--- src/rtl/prescaler_pkg.sv ---
package prescaler_pkg;

  // Smallest divisor kept so the output always toggles.
  localparam int MIN_DIV = 2;

  // Base divisor after the floor for degenerate settings.
  function automatic int eff_div(input int d);
    return (d < MIN_DIV) ? MIN_DIV : d;
  endfunction

  // Input cycles in one output period.
  function automatic int period_len(input int d, input logic extra);
    return eff_div(d) + (extra ? 1 : 0);
  endfunction

  // Number of leading high cycles of the reference clock.
  function automatic int high_len(input int len);
    return len / 2;
  endfunction

  // Pointer for the period that follows a boundary.
  function automatic int next_ptr(input int ptr, input int old_len_code,
                                  input int new_len_code);
    if (old_len_code == 0 || ptr >= new_len_code) return 0;
    return ptr + 1;
  endfunction

endpackage

--- src/rtl/presc_cfg_hold.sv ---
module presc_cfg_hold #(
  parameter int DIV_W   = 5,
  parameter int PAT_W   = 8,
  parameter int LCODE_W = 3,
  parameter int DIV_RST = 10,
  parameter int PAT_RST = 0,
  parameter int LEN_RST = 0
) (
  input  logic               clk_i,
  input  logic               rst_ni,
  input  logic               load_i,
  input  logic [PAT_W-1:0]   pat_i,
  input  logic [LCODE_W-1:0] len_code_i,
  input  logic [DIV_W-1:0]   div_i,
  output logic [PAT_W-1:0]   act_pat_o,
  output logic [LCODE_W-1:0] act_len_code_o,
  output logic [DIV_W-1:0]   act_div_o
);

  always_ff @(posedge clk_i or negedge rst_ni) begin
    if (!rst_ni) begin
      act_pat_o      <= PAT_W'(PAT_RST);
      act_len_code_o <= LCODE_W'(LEN_RST);
      act_div_o      <= DIV_W'(DIV_RST);
    end else if (load_i) begin
      act_pat_o      <= pat_i;
      act_len_code_o <= len_code_i;
      act_div_o      <= div_i;
    end
  end

endmodule

--- src/rtl/presc_seq_ptr.sv ---
module presc_seq_ptr #(
  parameter int PAT_W   = 8,
  parameter int LCODE_W = 3
) (
  input  logic               clk_i,
  input  logic               rst_ni,
  input  logic               advance_i,
  input  logic [PAT_W-1:0]   act_pat_i,
  input  logic [LCODE_W-1:0] act_len_code_i,
  input  logic [LCODE_W-1:0] nxt_len_code_i,
  output logic [LCODE_W-1:0] ptr_o,
  output logic               extra_o
);

  logic [LCODE_W-1:0] ptr_d;

  always_comb begin
    ptr_d = LCODE_W'(prescaler_pkg::next_ptr(int'(ptr_o), int'(act_len_code_i),
                                             int'(nxt_len_code_i)));
  end

  always_ff @(posedge clk_i or negedge rst_ni) begin
    if (!rst_ni)        ptr_o <= '0;
    else if (advance_i) ptr_o <= ptr_d;
  end

  assign extra_o = (act_len_code_i != '0) && act_pat_i[ptr_o];

endmodule

--- src/rtl/presc_div_cnt.sv ---
module presc_div_cnt #(
  parameter int CNT_W = 6
) (
  input  logic             clk_i,
  input  logic             rst_ni,
  input  logic [CNT_W-1:0] cur_len_i,
  output logic [CNT_W-1:0] cnt_o,
  output logic             period_end_o,
  output logic             ref_en_o,
  output logic             ref_clk_o
);

  logic [CNT_W-1:0] half_len;

  assign half_len     = CNT_W'(prescaler_pkg::high_len(int'(cur_len_i)));
  assign period_end_o = (cnt_o == cur_len_i - CNT_W'(1));
  assign ref_en_o     = period_end_o;
  assign ref_clk_o    = (cnt_o < half_len);

  always_ff @(posedge clk_i or negedge rst_ni) begin
    if (!rst_ni)           cnt_o <= '0;
    else if (period_end_o) cnt_o <= '0;
    else                   cnt_o <= cnt_o + CNT_W'(1);
  end

endmodule

--- src/rtl/frac_prescaler.sv ---
module frac_prescaler #(
  parameter int DIV_W   = 5,
  parameter int PAT_W   = 8,
  parameter int DIV_RST = 10,
  parameter int PAT_RST = 0,
  parameter int LEN_RST = 0,
  localparam int LCODE_W = $clog2(PAT_W),
  localparam int CNT_W   = $clog2((1 << DIV_W) + 1)
) (
  input  logic               clk_i,
  input  logic               rst_ni,
  input  logic [PAT_W-1:0]   pat_i,
  input  logic [LCODE_W-1:0] len_code_i,
  input  logic [DIV_W-1:0]   div_i,
  output logic               ref_en_o,
  output logic               ref_clk_o
);

  // Named internal events, also observed by the bound checker.
  logic               period_end;
  logic [CNT_W-1:0]   cnt;
  logic [CNT_W-1:0]   cur_len;
  logic [LCODE_W-1:0] ptr;
  logic               extra;
  logic [PAT_W-1:0]   act_pat;
  logic [LCODE_W-1:0] act_len_code;
  logic [DIV_W-1:0]   act_div;

  presc_cfg_hold #(
    .DIV_W(DIV_W), .PAT_W(PAT_W), .LCODE_W(LCODE_W),
    .DIV_RST(DIV_RST), .PAT_RST(PAT_RST), .LEN_RST(LEN_RST)
  ) u_cfg (
    .clk_i(clk_i), .rst_ni(rst_ni), .load_i(period_end),
    .pat_i(pat_i), .len_code_i(len_code_i), .div_i(div_i),
    .act_pat_o(act_pat), .act_len_code_o(act_len_code), .act_div_o(act_div)
  );

  presc_seq_ptr #(.PAT_W(PAT_W), .LCODE_W(LCODE_W)) u_ptr (
    .clk_i(clk_i), .rst_ni(rst_ni), .advance_i(period_end),
    .act_pat_i(act_pat), .act_len_code_i(act_len_code),
    .nxt_len_code_i(len_code_i), .ptr_o(ptr), .extra_o(extra)
  );

  assign cur_len = CNT_W'(prescaler_pkg::period_len(int'(act_div), extra));

  presc_div_cnt #(.CNT_W(CNT_W)) u_cnt (
    .clk_i(clk_i), .rst_ni(rst_ni), .cur_len_i(cur_len),
    .cnt_o(cnt), .period_end_o(period_end),
    .ref_en_o(ref_en_o), .ref_clk_o(ref_clk_o)
  );

endmodule

--- config.mk ---
export PLATFORM = sky130hd
export DESIGN_NAME = frac_prescaler
export DESIGN_NICKNAME = d
export VERILOG_FILES = /design/src/rtl/prescaler_pkg.sv /design/src/rtl/presc_cfg_hold.sv /design/src/rtl/presc_seq_ptr.sv /design/src/rtl/presc_div_cnt.sv /design/src/rtl/frac_prescaler.sv
export SDC_FILE = /design/constraint.sdc
export NUM_CORES = 1
export LEC_CHECK = 0
export BUFFER_PORTS_ARGS = -buffer_cell sky130_fd_sc_hd__buf_4
export CAP_MARGIN = 30
export CORE_UTILIZATION = 55
export CTS_BUF_LIST = sky130_fd_sc_hd__clkbuf_2
export DETAILED_ROUTE_END_ITERATION = 8
export GPL_ROUTABILITY_DRIVEN = 0
export HOLD_SLACK_MARGIN = 0.15
export PLACE_DENSITY = 0.76
export SYNTH_ARGS = -nofsm -noshare
export SYNTH_HDL_FRONTEND = slang
export SYNTH_SLANG_ARGS = --single-unit
--- constraint.sdc ---
create_clock -name clk_i -period 5.16 [get_ports clk_i]
set_clock_uncertainty 0.2 [all_clocks]
set_input_delay 0.258 -clock clk_i [delete_from_list [all_inputs] [get_ports clk_i]]
set_output_delay 0.258 -clock clk_i [all_outputs]
set_load 0.02 [all_outputs]
==> results of run 1 <==
cell families after synthesis:
| kind of cell | Yosys count | synth area share |
|---|---|---|
| multiplexers | 23 | 0.179 |
| XOR/XNOR | 15 | 0.0848 |
| adder cells (fa/ha/maj) | 12 | 0.0969 |
| flip-flops | 25 | 0.405 |
| AO/OA/AOI/OAI | 15 | 0.0695 |
| buffers and inverters | 12 | 0.0396 |
| AND/OR/NAND/NOR | 36 | 0.124 |
worst max-delay path, delay by kind of cell, from the launching register on:
family	cells	cell delay, ns
buffers and inverters	3	0.57
adder cells (fa/ha/maj)	3	0.81
multiplexers	3	0.87
AND/OR/NAND/NOR	3	0.76
XOR/XNOR	2	0.32
flip-flops	1	0.52
power breakdown:
group / switching (mW) / total (mW) / internal (mW) / leakage (nW)
registers: 0.114 / 0.419 / 0.305 / 0.295
clock network: 0.0571 / 0.0752 / 0.0180 / 0.0126
logic: 0.424 / 0.841 / 0.417 / 0.580
total: 0.596 / 1.34 / 0.740 / 0.887
synth_stat cells, types with 3 or more instances:
| master | number | area, um^2 |
|---|---|---|
| o21ai_0 | 3 | 15.0 |
| nand2b_1 | 3 | 18.8 |
| mux2i_1 | 3 | 30.0 |
| inv_1 | 8 | 30.0 |
| dfrtp_1 | 23 | 576 |
| ha_1 | 12 | 150 |
| mux2_2 | 6 | 67.6 |
| xor2_1 | 6 | 52.6 |
| nand2_1 | 4 | 15.0 |
| nor2_1 | 12 | 45.0 |
| nand3_1 | 4 | 20.0 |
| mux2_1 | 12 | 135 |
| xnor2_1 | 9 | 78.8 |
layout make-up:
class                   instances  share of cell area
clock buffers                   3             0.00776
clock inverters                 1             0.00388
inverters                       8              0.0155
multi-input cells             101               0.444
flip-flops and latches         25               0.324
well taps                      30              0.0194
repair buffers                 39               0.185
routing by layer:
metal  track usage  share of wire  vias to the layer above
met5             0              0                        -
met4        0.0125              0                        0
met3        0.0574          0.037                        0
met2         0.446           0.55                       25
met1         0.290           0.42                      534
li1              -              -                      566
worst min path at each step:
stage | startpoint | endpoint | slack [ns] | cells past startpoint
2_1_floorplan | rst_ni | u_cfg.act_div_o[0] | -0.24 | 0
3_3_place_gp | rst_ni | u_cfg.act_len_code_o[1] | -0.03 | 1
3_5_place_dp | rst_ni | u_cfg.act_len_code_o[2] | -0.02 | 1
4_1_cts | rst_ni | u_cfg.act_div_o[3] | 0.15 | 2
5_1_grt | rst_ni | u_cfg.act_div_o[3] | 0.16 | 2
6_report | rst_ni | u_cfg.act_div_o[3] | 0.16 | 2
sequential cells by signal, summed over array words and instances (netlist names):
register	flops
u_cfg.act_div_o	5
u_cfg.act_len_code_o	3
u_cfg.act_pat_o	8
u_cnt.cnt_o	6
u_ptr.ptr_o	3
through the flow:
stage / hold slack [ns] / setup slack, ns / instances / power, mW
3_3_place_gp: -0.0286 / 1.04 / 184 / 1.21
5_1_grt: 0.163 / 0.252 / 207 / 1.46
2_1_floorplan: -0.238 / 1.40 / 138 / 1.08
4_1_cts: 0.155 / 0.548 / 206 / 1.33
6_report: 0.163 / 0.514 / 207 / 1.34
3_5_place_dp: -0.0227 / 0.945 / 184 / 1.24
==> flow_summary.ini, run 1 <==
[drt]
vias = 1125
drt_iter0_drc = 14
wl_per_cell_um = 15.0
vias_per_cell = 5.43
drt-total-wl_um = 3120
dr.pass1.iters = 4
drc = 0
drt.antenna.violating_nets = 0

[clocking]
clkLatencyLatePin_ns = 0.34
cts_buffers = 3
path_clk_slew_ns = 0.23
post_cts_buffers = 0
hold_buffers = 18
root_buffer = clkbuf_2
cts_sinks = 25
cts_resized = 0
cts_tree = built
htreeDepth = 1
cts_buffer_depth = 2

[die]
die_w_um = 55.1
die_h_um = 55.1
pin_count = 20
placementRows = 18
fp.dieArea_mm2 = 0.00303
core_area_mm2 = 0.00257
start_util = 0.603

[synth]
ys_seq_elements = 25
synth_area_per_cell_um2 = 11.2
synth_cell_types = 37
synth_area_mm2 = 0.00155
syn_nets = 168
synthFlopType = dfrtp_1
synthCells = 138
synth_seq_area_share = 0.405
async_reset_ff_frac = 1.00
yosys_warnings = 0
synth_edf_count = 0

[timing]
setup_viol = 0
fin_crit_sh = 0.900
tightestPinTransition_ns = 0.457
min_period_ns = 4.65
setup_tns_ns = 0
hold_violations = 0
rsz0062_at_grt = false
slew_violations = 0
relSlewSlack = 0.694
fmax_mhz = 215

[global_route]
grt_usage = 0.239
grt_max_degree = 24
antenna_found_initial = 0
grt_pass1_vias = 1155
grt_pass1_wl_um = 5040
globalRoute.totalOverflow = 0

[min_path]
hold_path.class = primary input to asynchronous set/reset pin

[outcome]
status = finished, final reports clean

[final_layout]
drive_gt1_frac = 0.209
nets = 208
final_cell_mix = dfrtp_1 (23), buf_4 (20), dlygate4sd3_1 (18)
diodes = 0
fin_util = 0.754
fill_cells = 184
mostFrequentLayoutCell = dfrtp_1
final_area_mm2 = 0.00194
multi_input_area_um2 = 860
regArea_um2 = 628
synthToLayoutAreaGrowth_pct = 25.0

[setup_path]
crit_end = ref_en_o
slowest_stage = mux4_2
critPathLaunch = u_ptr.ptr_o[0]
worstSetupPathType = flop to primary output
cpMostUsedCell = ha_1
crit_chain = mux4_2 > mux2i_1 > nor2_1 > ha_1 > ha_1 > inv_1 > ha_1 > xor2_1 > xnor2_1 > nor3b_1 > mux2i_1 > nor3_4 > buf_4 > buf_4
r2r_end = u_ptr.ptr_o[0]
cpPeakStageDelay_ns = 0.56
required_ns = 4.70
cp-end-kind = primary output
critPathLaunchType = flop
reg2reg_from = u_ptr.ptr_o[0]
cp_data_arrival_time_ns = 4.19
r2r_cells = 14
worstPathMaxFanout = 18
reg2reg_slack_ns = 0.85

[run]
drv_cap = 0

[power]
powerDensity_mw_per_mm2 = 690
peakVddDrop_mv = 0.546
p_leak_nw = 0.887

[placement]
dpl-instance-area_mm2 = 0.00171
hpwl_um = 2060
numPortBuffers = 19
Note: power is estimated with default switching activity, not from simulation.
==> run 2: changes to the inputs <==
--- a/config.mk
+++ b/config.mk
@@ -7,12 +7,11 @@
 export LEC_CHECK = 0
 export BUFFER_PORTS_ARGS = -buffer_cell sky130_fd_sc_hd__buf_4
 export CAP_MARGIN = 30
-export CORE_UTILIZATION = 55
+export CORE_UTILIZATION = 35
 export CTS_BUF_LIST = sky130_fd_sc_hd__clkbuf_2
 export DETAILED_ROUTE_END_ITERATION = 8
 export GPL_ROUTABILITY_DRIVEN = 0
 export HOLD_SLACK_MARGIN = 0.15
-export PLACE_DENSITY = 0.76
 export SYNTH_ARGS = -nofsm -noshare
 export SYNTH_HDL_FRONTEND = slang
 export SYNTH_SLANG_ARGS = --single-unit
==> flow_summary.ini, run 2 (same netlist as run 1, synthesis figures left out) <==
[clocking]
clkLatencyLatePin_ns = 0.35
root_buffer = clkbuf_2
cts_resized = 0
post_cts_buffers = 0
path_clk_slew_ns = 0.25
htreeDepth = 1
cts_tree = built
cts_buffers = 3
hold_buffers = 19
cts_buffer_depth = 2
cts_sinks = 25

[drt]
drt.antenna.violating_nets = 0
vias_per_cell = 4.97
vias = 1133
drt_iter0_drc = 60
drt-total-wl_um = 3010
drc = 0
dr.pass1.iters = 4
wl_per_cell_um = 13.2

[setup_path]
reg2reg_slack_ns = 0.93
r2r_cells = 14
cp_data_arrival_time_ns = 3.79
cp-end-kind = primary output
reg2reg_from = u_ptr.ptr_o[0]
r2r_end = u_cfg.act_pat_o[1]
worstSetupPathType = flop to primary output
worstPathMaxFanout = 8
required_ns = 4.70
critPathLaunchType = flop

[power]
p_leak_nw = 0.886
powerDensity_mw_per_mm2 = 680
peakVddDrop_mv = 0.267

[final_layout]
largest_register_ffs = 8
regArea_um2 = 628
top_register = u_cfg.act_pat_o
multi_input_area_um2 = 860
nets = 209
reg_top3 = u_cfg.act_pat_o x8, u_cnt.cnt_o x6, u_cfg.act_div_o x5
mostFrequentLayoutCell = dfrtp_1
diodes = 0
final_cell_mix = dfrtp_1 (23), buf_4 (20), dlygate4sd3_1 (19)
synthToLayoutAreaGrowth_pct = 26.4
drive_gt1_frac = 0.208
final_area_mm2 = 0.00196
fill_cells = 383

[placement]
dpl-instance-area_mm2 = 0.00173
numPortBuffers = 19
hpwl_um = 2190

[timing]
slew_violations = 0
fmax_mhz = 235
setup_viol = 0
relSlewSlack = 0.687
rsz0062_at_grt = false
setup_tns_ns = 0
min_period_ns = 4.25
tightestPinTransition_ns = 0.468
fin_crit_sh = 0.823
hold_violations = 0

[outcome]
status = finished, final reports clean

[run]
drv_cap = 0

[die]
start_util = 0.376
pin_count = 20
placementRows = 23
die_w_um = 68.5
fp.dieArea_mm2 = 0.00470
die_h_um = 68.5
core_area_mm2 = 0.00412

[global_route]
grt_pass1_wl_um = 5190
grt_usage = 0.148
antenna_found_initial = 0
grt_max_degree = 24
globalRoute.totalOverflow = 0
grt_pass1_vias = 1193

[min_path]
whs_path_depth = 1
min_to = u_cfg.act_pat_o[6]
worstHoldStart = u_cfg.act_pat_o[6]
hold_path.class = flop to flop
-- run 2: changes by cell type in the layout (fill, tap and decap cells not counted), sizes merged --
cell	before	now
dlygate4sd3	18	19
-- run 2: stage by stage --
stage               hold WS (ns)  std cells  total power, mW   util  setup WS, ns
finish                     0.318        228             1.33  0.476         0.912
global route               0.351        228             1.46  0.476         0.599
CTS                        0.325        227             1.34  0.472         0.879
detailed placement       -0.0200        204             1.25  0.420         0.981
global placement         -0.0268        204             1.22  0.420          1.11
floorplan                 -0.238        138             1.08      -          1.40
-- run 2: area by class of cell --
class / count / area share
timing repair buffer: 40 / 0.181
clock buffer: 3 / 0.00767
tap: 50 / 0.0319
sequential: 25 / 0.321
multi-input combinational: 101 / 0.439
inverter: 8 / 0.0153
clock inverter: 1 / 0.00383
-- run 2: worst max path at each step --
stage,start,to,slack (ns)
detailed placement,u_ptr.ptr_o[0],u_cfg.act_len_code_o[1],0.98
global placement,u_ptr.ptr_o[0],u_ptr.ptr_o[0],1.11
CTS,u_ptr.ptr_o[0],ref_en_o,0.88
global route,u_ptr.ptr_o[0],ref_en_o,0.60
finish,u_ptr.ptr_o[0],ref_en_o,0.91
floorplan,u_ptr.ptr_o[0],u_cfg.act_div_o[2],1.40
-- run 2: per-layer routing --
metal	part of all wire	track usage
met3	0.014	0.0148
met2	0.52	0.263
met5	0	0
met1	0.46	0.184
met4	0.0057	0.0547
-- run 2: report_power, final --
| group | leakage (nW) | switching (mW) | internal, mW |
|---|---|---|---|
| registers | 0.295 | 0.112 | 0.305 |
| clock network | 0.0126 | 0.0577 | 0.0180 |
| logic | 0.578 | 0.424 | 0.416 |
-- run 2: critical path, stage by stage, from the launching register on --
cell,delay (ns)
dfrtp_1,0.53
mux4_2,0.53
mux2i_1,0.15
nor2_1,0.07
ha_1,0.27
ha_1,0.36
inv_1,0.07
ha_1,0.22
xor2_1,0.16
xnor2_1,0.15
nor3b_1,0.21
mux2i_1,0.16
nor3_4,0.35
buf_4,0.21
